## src/rtl/led_scan_pkg.sv

```systemverilog
package led_scan_pkg;

    typedef enum logic {
        PH_BLANK = 1'b0,
        PH_SHOW  = 1'b1
    } scan_phase_e;

    // Cycles per column slot so that all columns repeat at least at rate_hz.
    function automatic int unsigned slot_len(input int unsigned clk_hz,
                                             input int unsigned cols,
                                             input int unsigned rate_hz);
        int unsigned n;
        n = clk_hz / (cols * rate_hz);
        if (n < 2) n = 2;
        return n;
    endfunction

endpackage

```

## src/rtl/scan_timer.sv

```systemverilog
module scan_timer
    import led_scan_pkg::*;
#(
    parameter int COLS = 8,
    parameter int SLOT = 4,
    localparam int COL_W  = (COLS > 1) ? $clog2(COLS) : 1,
    localparam int TICK_W = $clog2(SLOT)
) (
    input  logic             clk_i,
    input  logic             rst_i,
    output logic [COL_W-1:0] col_o,
    output scan_phase_e      phase_o
);
    logic [TICK_W-1:0] tick_q;
    logic [COL_W-1:0]  col_q;

    always_ff @(posedge clk_i) begin
        if (rst_i) begin
            tick_q <= '0;
            col_q  <= '0;
        end else if (tick_q == TICK_W'(SLOT - 1)) begin
            tick_q <= '0;
            col_q  <= (col_q == COL_W'(COLS - 1)) ? '0 : col_q + 1'b1;
        end else begin
            tick_q <= tick_q + 1'b1;
        end
    end

    assign col_o   = col_q;
    assign phase_o = (tick_q == '0) ? PH_BLANK : PH_SHOW;
endmodule

```

## src/rtl/wr_hold_reg.sv

```systemverilog
module wr_hold_reg #(
    parameter int W = 8
) (
    input  logic         clk_i,
    input  logic         rst_i,
    input  logic         in_valid_i,
    output logic         in_ready_o,
    input  logic [W-1:0] in_data_i,
    output logic         out_valid_o,
    output logic [W-1:0] out_data_o,
    input  logic         out_take_i
);
    logic         full_q;
    logic [W-1:0] data_q;

    always_ff @(posedge clk_i) begin
        if (rst_i) begin
            full_q <= 1'b0;
            data_q <= '0;
        end else if (full_q && out_take_i) begin
            full_q <= 1'b0;
        end else if (in_valid_i && !full_q) begin
            full_q <= 1'b1;
            data_q <= in_data_i;
        end
    end

    assign in_ready_o  = !full_q;
    assign out_valid_o = full_q;
    assign out_data_o  = data_q;
endmodule

```

## src/rtl/pixel_store.sv

```systemverilog
module pixel_store #(
    parameter int COLS = 8,
    parameter int ROWS = 8,
    localparam int COL_W = (COLS > 1) ? $clog2(COLS) : 1
) (
    input  logic             clk_i,
    input  logic             rst_i,
    input  logic             rd_en_i,
    input  logic [COL_W-1:0] rd_col_i,
    output logic [ROWS-1:0]  rd_row_o,
    input  logic             wr_en_i,
    input  logic [COL_W-1:0] wr_col_i,
    input  logic [ROWS-1:0]  wr_row_i
);
    logic [ROWS-1:0] mem_q [COLS];
    logic [ROWS-1:0] rd_q;

    always_ff @(posedge clk_i) begin
        if (wr_en_i) mem_q[wr_col_i] <= wr_row_i;
    end

    always_ff @(posedge clk_i) begin
        if (rst_i)        rd_q <= '0;
        else if (rd_en_i) rd_q <= mem_q[rd_col_i];
    end

    assign rd_row_o = rd_q;
endmodule

```

## src/rtl/led_matrix_scan.sv

```systemverilog
module led_matrix_scan
    import led_scan_pkg::*;
#(
    parameter int COLS       = 8,
    parameter int ROWS       = 8,
    parameter int CLK_HZ     = 1_000_000,
    parameter int REFRESH_HZ = 100,
    localparam int COL_W = (COLS > 1) ? $clog2(COLS) : 1,
    localparam int SLOT  = slot_len(CLK_HZ, COLS, REFRESH_HZ),
    localparam int REQ_W = COL_W + ROWS
) (
    input  logic             clk_i,
    input  logic             rst_i,
    input  logic             wr_valid_i,
    output logic             wr_ready_o,
    input  logic [COL_W-1:0] wr_col_i,
    input  logic [ROWS-1:0]  wr_row_i,
    output logic [COLS-1:0]  col_en_o,
    output logic [ROWS-1:0]  row_o
);
    typedef struct packed {
        logic [COL_W-1:0] col;
        logic [ROWS-1:0]  row;
    } wr_req_t;

    logic [COL_W-1:0] scan_col;
    scan_phase_e      phase;
    wr_req_t          req_in, req_held;
    logic [REQ_W-1:0] held_bits;
    logic             held_valid;
    logic             port_write;
    logic [ROWS-1:0]  rd_row;

    scan_timer #(.COLS(COLS), .SLOT(SLOT)) timer_i (
        .clk_i  (clk_i),
        .rst_i  (rst_i),
        .col_o  (scan_col),
        .phase_o(phase)
    );

    assign req_in = '{col: wr_col_i, row: wr_row_i};

    wr_hold_reg #(.W(REQ_W)) hold_i (
        .clk_i      (clk_i),
        .rst_i      (rst_i),
        .in_valid_i (wr_valid_i),
        .in_ready_o (wr_ready_o),
        .in_data_i  (req_in),
        .out_valid_o(held_valid),
        .out_data_o (held_bits),
        .out_take_i (port_write)
    );

    assign req_held   = wr_req_t'(held_bits);
    // Store port: scanner owns the blank cycle, host owns the rest.
    assign port_write = held_valid && (phase == PH_SHOW);

    pixel_store #(.COLS(COLS), .ROWS(ROWS)) store_i (
        .clk_i   (clk_i),
        .rst_i   (rst_i),
        .rd_en_i (phase == PH_BLANK),
        .rd_col_i(scan_col),
        .rd_row_o(rd_row),
        .wr_en_i (port_write),
        .wr_col_i(req_held.col),
        .wr_row_i(req_held.row)
    );

    for (genvar g = 0; g < COLS; g++) begin : g_col_dec
        assign col_en_o[g] = (phase == PH_SHOW) && (scan_col == COL_W'(g));
    end

    assign row_o = (phase == PH_SHOW) ? rd_row : '0;
endmodule

```

## config.mk

```make
export PLATFORM = sky130hd
export DESIGN_NAME = led_matrix_scan
export DESIGN_NICKNAME = d
export VERILOG_FILES = /design/src/rtl/led_scan_pkg.sv /design/src/rtl/scan_timer.sv /design/src/rtl/wr_hold_reg.sv /design/src/rtl/pixel_store.sv /design/src/rtl/led_matrix_scan.sv
export SDC_FILE = /design/constraint.sdc
export NUM_CORES = 1
export LEC_CHECK = 0
export BUFFER_PORTS_ARGS = -buffer_cell sky130_fd_sc_hd__buf_4
export CELL_PAD_IN_SITES_DETAIL_PLACEMENT = 1
export CELL_PAD_IN_SITES_GLOBAL_PLACEMENT = 2
export CORE_MARGIN = 2
export CORE_UTILIZATION = 45
export DETAILED_ROUTE_END_ITERATION = 8
export PLACE_DENSITY_LB_ADDON = 0.1
export SLEW_MARGIN = 30
export SYNTH_ARGS = -nofsm -noshare
export SYNTH_HDL_FRONTEND = slang
export SYNTH_SLANG_ARGS = --single-unit
```

## constraint.sdc

```tcl
create_clock -name clk_i -period 4.4 [get_ports clk_i]
set_input_delay 0.22 -clock clk_i [delete_from_list [all_inputs] [get_ports clk_i]]
set_output_delay 0.22 -clock clk_i [all_outputs]
set_load 0.05 [all_outputs]
```

==> impl_metrics.ini, run 1 <==
[yosys]
synth_simple_gate_area_share = 0.135
netlist_top_cells_count = sky130_fd_sc_hd__edfxtp_1, sky130_fd_sc_hd__nand2_1, sky130_fd_sc_hd__dfxtp_1, sky130_fd_sc_hd__nor2_1, sky130_fd_sc_hd__mux4_2
mappedNetlistArea_um2 = 3990
distinct_cells_synth = 29
main_area_contributors_after_synthesis = sky130_fd_sc_hd__edfxtp_1, sky130_fd_sc_hd__dfxtp_1, sky130_fd_sc_hd__mux4_2
number_of_enable_flip_flop_cells_after_synthesis = 64
count_of_warnings_emitted_by_yosys = 0
synth_top_family_by_area = simple AND/OR/NAND/NOR gates
synth_top_cell_area_share = 0.482
avgSynthCellArea_um2 = 13.6
dominantRegCellSynth = sky130_fd_sc_hd__edfxtp_1
synthesized_area_fraction_occupied_by_adder_cells = 0.0282
post_syn_nets = 317
synth.ff_latch_count = 98
area_fraction_in_compound_gates_after_synthesis = 0.0361
synth_async_sr_flop_share = 0
synth-xor-area-share = 0.0198
ys_seq_area_frac = 0.653
netlist_instances = 294
synth.area.mux_share = 0.0954
synth_area_leader_cell = sky130_fd_sc_hd__edfxtp_1
post-synth-top-count-cell = sky130_fd_sc_hd__edfxtp_1

[worst_setup_path]
critPathKind = reg2out
crit-reg2reg-launch = timer_i.tick_q[0]
critical_path_peak_fanout = 18
worstPathArrival_ps = 2240
worst_reg2reg_setup_slack_ps = 2030
end_of_the_worst_register_to_register_path = store_i.mem_q[3][2]
timing.critical_path.required_ps = 4180
worstSetupStartpointType = flip-flop
r2r.worst_path.cells = 5
worst_setup_path_end_kind = output port

[power]
power.ir.vdd_worst_uv = 189
leakagePower_nw = 1.56
cellPowerDensity_nw_per_um2 = 382
post-layout-total-power_mw = 1.71

[floorplan]
core_region_area_um2 = 8640
floorplan.die_area_um2 = 9630
fp.dieH_um = 98.1
num_rows = 34
io_pins = 31
start_util = 0.462
die_width_um = 98.1

[cells_and_area]
final_cell_area_um2 = 4480
layout_overhead_on_the_synthesized_area_pct = 12.4
final_nets = 347
share_of_final_layout_standard_cells_stronger_than_drive_strength_1 = 0.222
layout.core_utilization = 0.519
num_antenna_cells = 0

[clock_network]
cts_tree = built
h-tree-depth = 3
clock_transition_at_the_register_clock_pins_on_the_worst_setup_and_hold_paths_after_cts_ps = 100
root_buffer = sky130_fd_sc_hd__clkbuf_8
clockBufferDepth = 2
tritoncts_num_sinks = 98
cts_inserted_buffers = 9
post_cts_resized = 0
hold_buffers = 0
worstSkewPairLatency_ps = 360
post_cts_buffers = 0

[timing]
timing.setup.tns_ps = 0
worst_slew_margin_rel = 0.489
worst_slew_pin_tran_ps = 764
final_max_slew_viol_count = 0
layout_worst_path_cycle_share = 0.559
max_clock_skew_ps = 12.5
fin_hold_ws_ps = 90.2
finalHoldViolations = 0
max_clock_freq_mhz = 406
finalSetupViolCount = 0
finalCriticalPeriod_ps = 2460
setup_repair_after_global_routing_missed_its_margin = no

[place]
placement.io_buffers = 30
post-dp-hpwl_um = 5860
postPlaceCellArea_um2 = 4290
place_congestion = 0.724

[routing]
detail_route.drc_violations = 0
post_drt_via_cell_ratio = 5.41
num_vias = 2366
drt-pass1-iter-count = 4
route.antenna.remaining_nets = 0
drt_wl_total_um = 8400
dr.first_iter.drc_count = 100
avgRoutedWirePerCell_um = 19.2

[grt]
grt_max_degree = 25
first_global_vias = 2488
first_pass_grt_wire_length_um = 13400
grt_overflow_total = 0
track_usage = 0.189
number_of_antenna_violations_at_the_first_check_in_global_routing = 0

[worst_hold_path]
timing.hold.worst.start = wr_row_i[4]
hold_path_end = hold_i.out_data_o[4]
hold_path_depth = 3
min_path_type = in2reg

[job]
max_capacitance_violation_count = 0

[outcome]
outcome = finished, final reports clean
## sequential cells by signal (all words and copies together), names as in the netlist
name,flops
store_i.mem_q,64
hold_i.out_data_o,11
timer_i.tick_q,11
store_i.rd_row_o,8
timer_i.col_o,3
hold_i.out_valid_o,1
## layer usage
| layer | vias up | GRT usage | part of all wire |
|---|---|---|---|
| met2 | 38 | 0.315 | 0.50 |
| li1 | 1123 | - | - |
| met4 | 0 | 0.0759 | 0.017 |
| met5 | - | 0 | 0 |
| met1 | 1196 | 0.243 | 0.45 |
| met3 | 9 | 0.0408 | 0.034 |
## layout by cell type, fill, tap and decap left out, drive strengths merged
| master | Yosys | final |
|---|---|---|
| a211oi | 1 | 1 |
| a21oi | 12 | 12 |
| a311oi | 8 | 8 |
| and2 | 10 | 10 |
| and3 | 6 | 6 |
| and4 | 3 | 3 |
| buf | 9 | 34 |
| clkbuf | 6 | 9 |
| clkinv | 0 | 3 |
| dfxtp | 34 | 34 |
| edfxtp | 64 | 64 |
| ha | 9 | 9 |
| inv | 9 | 13 |
| mux2i | 2 | 2 |
| mux4 | 16 | 16 |
| nand2 | 45 | 45 |
| nand3 | 5 | 5 |
| nand3b | 1 | 1 |
| nand4 | 1 | 1 |
| nor2 | 29 | 29 |
| nor2b | 2 | 2 |
| nor3 | 7 | 7 |
| nor4 | 5 | 5 |
| or2 | 1 | 1 |
| xnor2 | 7 | 7 |
| xor2 | 2 | 2 |
## final cells by class
type | count | area (µm²)
Clock buffer | 9 | 124
Sequential cell | 98 | 2600
Inverter | 9 | 33.8
Fill cell | 900 | 4150
Tap cell | 108 | 135
Multi-Input combinational cell | 172 | 1270
Clock inverter | 7 | 60.1
Timing Repair Buffer | 34 | 255
## worst max-delay path by stage
stage	start	cells past startpoint	slack, ps	endpoint
2_1_floorplan	timer_i.tick_q[0]	5	2190	store_i.mem_q[4][0]
3_3_place_gp	timer_i.tick_q[0]	4	1880	store_i.mem_q[6][0]
3_5_place_dp	timer_i.tick_q[0]	5	2030	store_i.mem_q[3][7]
4_1_cts	timer_i.col_o[1]	4	1870	col_en_o[7]
5_1_grt	timer_i.tick_q[9]	4	1750	col_en_o[4]
6_report	timer_i.tick_q[9]	4	1940	col_en_o[5]
## per-stage QoR
step	cells	setup WS, ps
4_1_cts	437	1870
3_5_place_dp	421	2030
2_1_floorplan	294	2190
6_report	437	1940
5_1_grt	437	1750
3_3_place_gp	421	1880
## cells by family after synthesis
| kind of cell | after synthesis |
|---|---|
| XOR/XNOR | 9 |
| buffers and inverters | 24 |
| AND/OR/NAND/NOR | 115 |
| adder cells (fa/ha/maj) | 9 |
| multiplexers | 18 |
| AO/OA/AOI/OAI | 21 |
| flip-flops | 98 |
## where the power goes
group          internal, mW  switching (mW)  total [mW]
Combinational        0.0474          0.0909       0.138
Clock                 0.217           0.323       0.540
Sequential             1.01          0.0264        1.03
Total                  1.27           0.440        1.71
## worst max-delay path: stages (launching register included)
cell	delay (ps)
sky130_fd_sc_hd__dfxtp_1	350
sky130_fd_sc_hd__nor3_1	320
sky130_fd_sc_hd__nand4_1	580
sky130_fd_sc_hd__and3_1	440
sky130_fd_sc_hd__buf_4	190
Note: power is estimated with default switching activity, not from simulation.
==> inputs of run 2 (changes only) <==
--- a/config.mk
+++ b/config.mk
@@ -9,7 +9,7 @@
 export CELL_PAD_IN_SITES_DETAIL_PLACEMENT = 1
 export CELL_PAD_IN_SITES_GLOBAL_PLACEMENT = 2
 export CORE_MARGIN = 2
-export CORE_UTILIZATION = 45
+export CORE_UTILIZATION = 42
 export DETAILED_ROUTE_END_ITERATION = 8
 export PLACE_DENSITY_LB_ADDON = 0.1
 export SLEW_MARGIN = 30
==> constraint.sdc (replaced) <==
create_clock -name clk_i -period 2.4 [get_ports clk_i]
set_input_delay 0.12 -clock clk_i [delete_from_list [all_inputs] [get_ports clk_i]]
set_output_delay 0.12 -clock clk_i [all_outputs]
set_load 0.05 [all_outputs]
==> impl_metrics.ini, run 2 (synthesis gave the netlist of run 1 again) <==
[clock_network]
clock_transition_at_the_register_clock_pins_on_the_worst_setup_and_hold_paths_after_cts_ps = 100
post_cts_resized = 0
clockBufferDepth = 2
cts_tree = built
worstSkewPairLatency_ps = 370
cts_inserted_buffers = 9
h-tree-depth = 3
root_buffer = sky130_fd_sc_hd__clkbuf_8
tritoncts_num_sinks = 98

[cells_and_area]
fillCellCount = 934
multi_input_comb_area_um2 = 1260
largest_register_ff_count = 64
final_nets = 366
final_cell_area_um2 = 4670
final-seq-area_um2 = 2600
largest_register_by_flop_count = store_i.mem_q
layout_overhead_on_the_synthesized_area_pct = 17.0
final_common_cell = sky130_fd_sc_hd__edfxtp_1
share_of_final_layout_standard_cells_stronger_than_drive_strength_1 = 0.236
num_antenna_cells = 0
most-common-layout-cells = sky130_fd_sc_hd__edfxtp_1, sky130_fd_sc_hd__nand2_1, sky130_fd_sc_hd__buf_4

[worst_hold_path]
timing.hold.worst.start = wr_row_i[5]
min_path_type = in2reg

[power]
share_comb_of_total_power = 0.088
fraction_of_power_consumed_by_sequential_logic = 0.594
power.ir.vdd_worst_uv = 293
leakagePower_nw = 1.65
power.share.clock = 0.319
internal_power_mw = 2.35
cellPowerDensity_nw_per_um2 = 682
p_sw_frac = 0.262
net-switching-power_mw = 0.834

[worst_setup_path]
end_of_the_worst_register_to_register_path = store_i.rd_row_o[4]
critPathCapture = row_o[3]
r2r.worst_path.cells = 5
crit-reg2reg-launch = timer_i.tick_q[10]
crit_start = timer_i.tick_q[10]
critical_path_peak_fanout = 16
worst_reg2reg_setup_slack_ps = 570
worstSetupStartpointType = flip-flop
worst_setup_path_end_kind = output port
timing.critical_path.required_ps = 2280
worstPathArrival_ps = 2000
critPathKind = reg2out

[floorplan]
core_region_area_um2 = 9240
floorplan.die_area_um2 = 10300
die_width_um = 101
fp.dieH_um = 101
start_util = 0.431
io_pins = 31
num_rows = 35

[timing]
finalHoldViolations = 0
finalSetupViolCount = 0
timing.setup.tns_ps = 0
final_max_slew_viol_count = 0
layout_worst_path_cycle_share = 0.884
setup_repair_after_global_routing_missed_its_margin = no
finalCriticalPeriod_ps = 2120
worst_slew_pin_tran_ps = 641
max_clock_freq_mhz = 471
worst_slew_margin_rel = 0.570
max_clock_skew_ps = 18.5

[routing]
detail_route.drc_violations = 0
dr.first_iter.drc_count = 110
post_drt_via_cell_ratio = 5.11
drt-pass1-iter-count = 4
num_vias = 2436
drt_wl_total_um = 8700
route.antenna.remaining_nets = 0
avgRoutedWirePerCell_um = 18.2

[job]
max_capacitance_violation_count = 0

[grt]
first_global_vias = 2594
grt_overflow_total = 0
first_pass_grt_wire_length_um = 14300
track_usage = 0.190
number_of_antenna_violations_at_the_first_check_in_global_routing = 0
grt_max_degree = 25

[place]
place_congestion = 0.802
placement.io_buffers = 30
post-dp-hpwl_um = 6120
postPlaceCellArea_um2 = 4390

[outcome]
outcome = finished, final reports clean
==> run 2: area by class of cell <==
type / count / share of cell area
multi-input combinational: 172 / 0.271
tap: 129 / 0.0346
timing repair buffer: 53 / 0.0896
clock inverter: 6 / 0.0123
sequential: 98 / 0.558
inverter: 9 / 0.00724
clock buffer: 10 / 0.0274
==> run 2: how the worst min path moves through the flow <==
stage	depth (start not counted)	to
floorplan	1	store_i.rd_row_o[0]
global placement	3	hold_i.out_data_o[6]
detailed placement	3	hold_i.out_data_o[4]
CTS	3	hold_i.out_data_o[5]
global route	3	hold_i.out_data_o[5]
finish	3	hold_i.out_data_o[5]
==> run 2: repair_timing <==
action / in CTS / in global routing
hold buffers: 8 / 0
endpoints found under the setup margin: 0 / 0
hold endpoints to repair: 8 / 0
buffers inserted: 0 / 0
==> run 2: power groups by stage <==
stage	sequential [mW]	clock, mW	combinational, mW
2_1_floorplan	1.91	0	0.182
3_3_place_gp	1.93	0	0.268
3_5_place_dp	1.93	0	0.271
4_1_cts	1.89	1.05	0.282
5_1_grt	1.90	1.10	0.306
6_report	1.89	1.01	0.279
==> run 2: worst max-delay path, stage by stage (launching register included) <==
cell,delay [ps]
sky130_fd_sc_hd__dfxtp_1,350
sky130_fd_sc_hd__nor4_2,370
sky130_fd_sc_hd__nand4_1,270
sky130_fd_sc_hd__buf_4,270
sky130_fd_sc_hd__and2_1,190
sky130_fd_sc_hd__buf_4,190
==> run 2: metrics by stage <==
stage	hold slack (ps)	std cells	util	total power [mW]	worst slack (ps)
3_5_place_dp	380	453	0.475	2.20	242
4_1_cts	2.72	477	0.504	3.22	228
2_1_floorplan	192	294	-	2.09	191
3_3_place_gp	367	453	0.475	2.19	230
6_report	13.0	477	0.505	3.18	278
5_1_grt	19.5	477	0.505	3.31	154
==> run 2: layer usage <==
layer | wire length, µm | GRT usage | part of all wire | vias up
li1 | - | - | - | 1158
met2 | 4440 | 0.321 | 0.51 | 45
met4 | 100 | 0.0717 | 0.011 | 0
met1 | 3890 | 0.249 | 0.45 | 1225
met5 | 0 | 0 | 0 | -
met3 | 263 | 0.0276 | 0.030 | 8
==> inputs of run 3 (changes only) <==
--- a/config.mk
+++ b/config.mk
@@ -11,6 +11,7 @@
 export CORE_MARGIN = 2
 export CORE_UTILIZATION = 42
 export DETAILED_ROUTE_END_ITERATION = 8
+export HOLD_SLACK_MARGIN = 0.06
 export PLACE_DENSITY_LB_ADDON = 0.1
 export SLEW_MARGIN = 30
 export SYNTH_ARGS = -nofsm -noshare
==> impl_metrics.ini, run 3 (synthesis gave the netlist of run 1 again) <==
[clock_network]
cts_tree = built
h-tree-depth = 3
post_cts_resized = 0
worstSkewPairLatency_ps = 370
clockBufferDepth = 2
clock_transition_at_the_register_clock_pins_on_the_worst_setup_and_hold_paths_after_cts_ps = 110
cts_inserted_buffers = 9
hold_buffers = 11
post_cts_buffers = 0
tritoncts_num_sinks = 98
root_buffer = sky130_fd_sc_hd__clkbuf_8

[worst_setup_path]
path_cells = nor4_2, nand4_1, buf_4, and2_1, buf_4
worstSetupPathDepth = 5
max_stage_delay_on_crit_path_ps = 370
crit_path_top_delay_cell = sky130_fd_sc_hd__nor4_2
critical_path_peak_fanout = 16
critPathMostFrequentCell = sky130_fd_sc_hd__buf_4
worstSetupStartpointType = flip-flop
buf_inv_stages_crit_path = 2
critPathKind = reg2out
worst_setup_path_end_kind = output port
r2r.worst_path.cells = 5
worstPathArrival_ps = 2000
timing.critical_path.required_ps = 2280
cp_top_family = simple AND/OR/NAND/NOR gates

[timing]
setup_repair_after_global_routing_missed_its_margin = no
max_clock_freq_mhz = 471
max_clock_skew_ps = 16.4
finalSetupViolCount = 0
finalCriticalPeriod_ps = 2120
finalHoldViolations = 0
worst_slew_pin_tran_ps = 647
worst_slew_margin_rel = 0.567
fin_hold_ws_ps = 98.9
timing.setup.tns_ps = 0
layout_worst_path_cycle_share = 0.885
final_max_slew_viol_count = 0

[routing]
post_drt_via_cell_ratio = 5.09
num_vias = 2444
drt-pass1-iter-count = 4
drt_wl_total_um = 8730
detail_route.drc_violations = 0
route.antenna.remaining_nets = 0
dr.first_iter.drc_count = 122
avgRoutedWirePerCell_um = 18.2

[cells_and_area]
final_common_cell = sky130_fd_sc_hd__edfxtp_1
share_of_final_layout_standard_cells_stronger_than_drive_strength_1 = 0.234
most-common-layout-cells = sky130_fd_sc_hd__edfxtp_1, sky130_fd_sc_hd__nand2_1, sky130_fd_sc_hd__buf_4
largest_register_by_flop_count = store_i.mem_q
final_nets = 369
largest_register_ff_count = 64
layout.core_utilization = 0.508
layout_overhead_on_the_synthesized_area_pct = 17.8
num_antenna_cells = 0

[outcome]
outcome = finished, final reports clean

[place]
post-dp-hpwl_um = 6120
placement.io_buffers = 30
place_congestion = 0.802

[job]
max_capacitance_violation_count = 0

[floorplan]
start_util = 0.431
floorplan.die_area_um2 = 10300
core_region_area_um2 = 9240
die_width_um = 101
io_pins = 31
num_rows = 35
fp.dieH_um = 101

[power]
leakagePower_nw = 1.66
cellPowerDensity_nw_per_um2 = 679
post-layout-total-power_mw = 3.19
power.ir.vdd_worst_uv = 294

[grt]
grt_max_degree = 25
first_pass_grt_wire_length_um = 14300
track_usage = 0.190
grt_overflow_total = 0
number_of_antenna_violations_at_the_first_check_in_global_routing = 0
first_global_vias = 2603

[worst_hold_path]
min_path_type = in2reg
hold_path_depth = 2
==> run 3: area by class of cell <==
cell class / count / area [µm²]
Fill cell: 931 / 4540
Sequential cell: 98 / 2600
Multi-Input combinational cell: 172 / 1260
Timing Repair Buffer: 56 / 448
Tap cell: 129 / 161
Clock buffer: 10 / 128
Clock inverter: 6 / 57.6
Inverter: 9 / 33.8
==> run 3: path summary, 6_finish.rpt <==
| check | start | end | slack, ps |
|---|---|---|---|
| max | timer_i.tick_q[10] | row_o[3] | 280 |
| min | rst_i | timer_i.col_o[1] | 100 |
| max reg2reg | timer_i.tick_q[10] | store_i.rd_row_o[4] | 570 |
| min reg2reg | store_i.rd_row_o[3] | store_i.rd_row_o[3] | 500 |
==> run 3: worst reg2reg max path, stage by stage, from the launching register on <==
cell and delay [ps]:
sky130_fd_sc_hd__dfxtp_1 350, sky130_fd_sc_hd__nor4_2 370, sky130_fd_sc_hd__and4_1 420, sky130_fd_sc_hd__buf_4 280, sky130_fd_sc_hd__nor2_1 60, sky130_fd_sc_hd__a311oi_1 250
==> run 3: metal layers <==
metal | track usage | vias up | routed length (µm)
met3 | 0.0248 | 8 | 208
met5 | 0 | - | 0
met4 | 0.0696 | 0 | 105
met2 | 0.323 | 38 | 4490
met1 | 0.249 | 1233 | 3920
li1 | - | 1165 | -
==> run 3: through the flow <==
stage / instance area, µm² / std cells / worst slack [ps]
global route: 4700 / 480 / 154
detailed placement: 4390 / 453 / 242
CTS: 4690 / 480 / 228
floorplan: 3990 / 294 / 191
finish: 4700 / 480 / 276
global placement: 4390 / 453 / 230
==> run 3: power breakdown <==
| part | internal (mW) | leakage, nW | switching [mW] |
|---|---|---|---|
| clock | 0.401 | 0.0949 | 0.615 |
| sequential | 1.84 | 0.859 | 0.0470 |
| combinational | 0.108 | 0.706 | 0.175 |
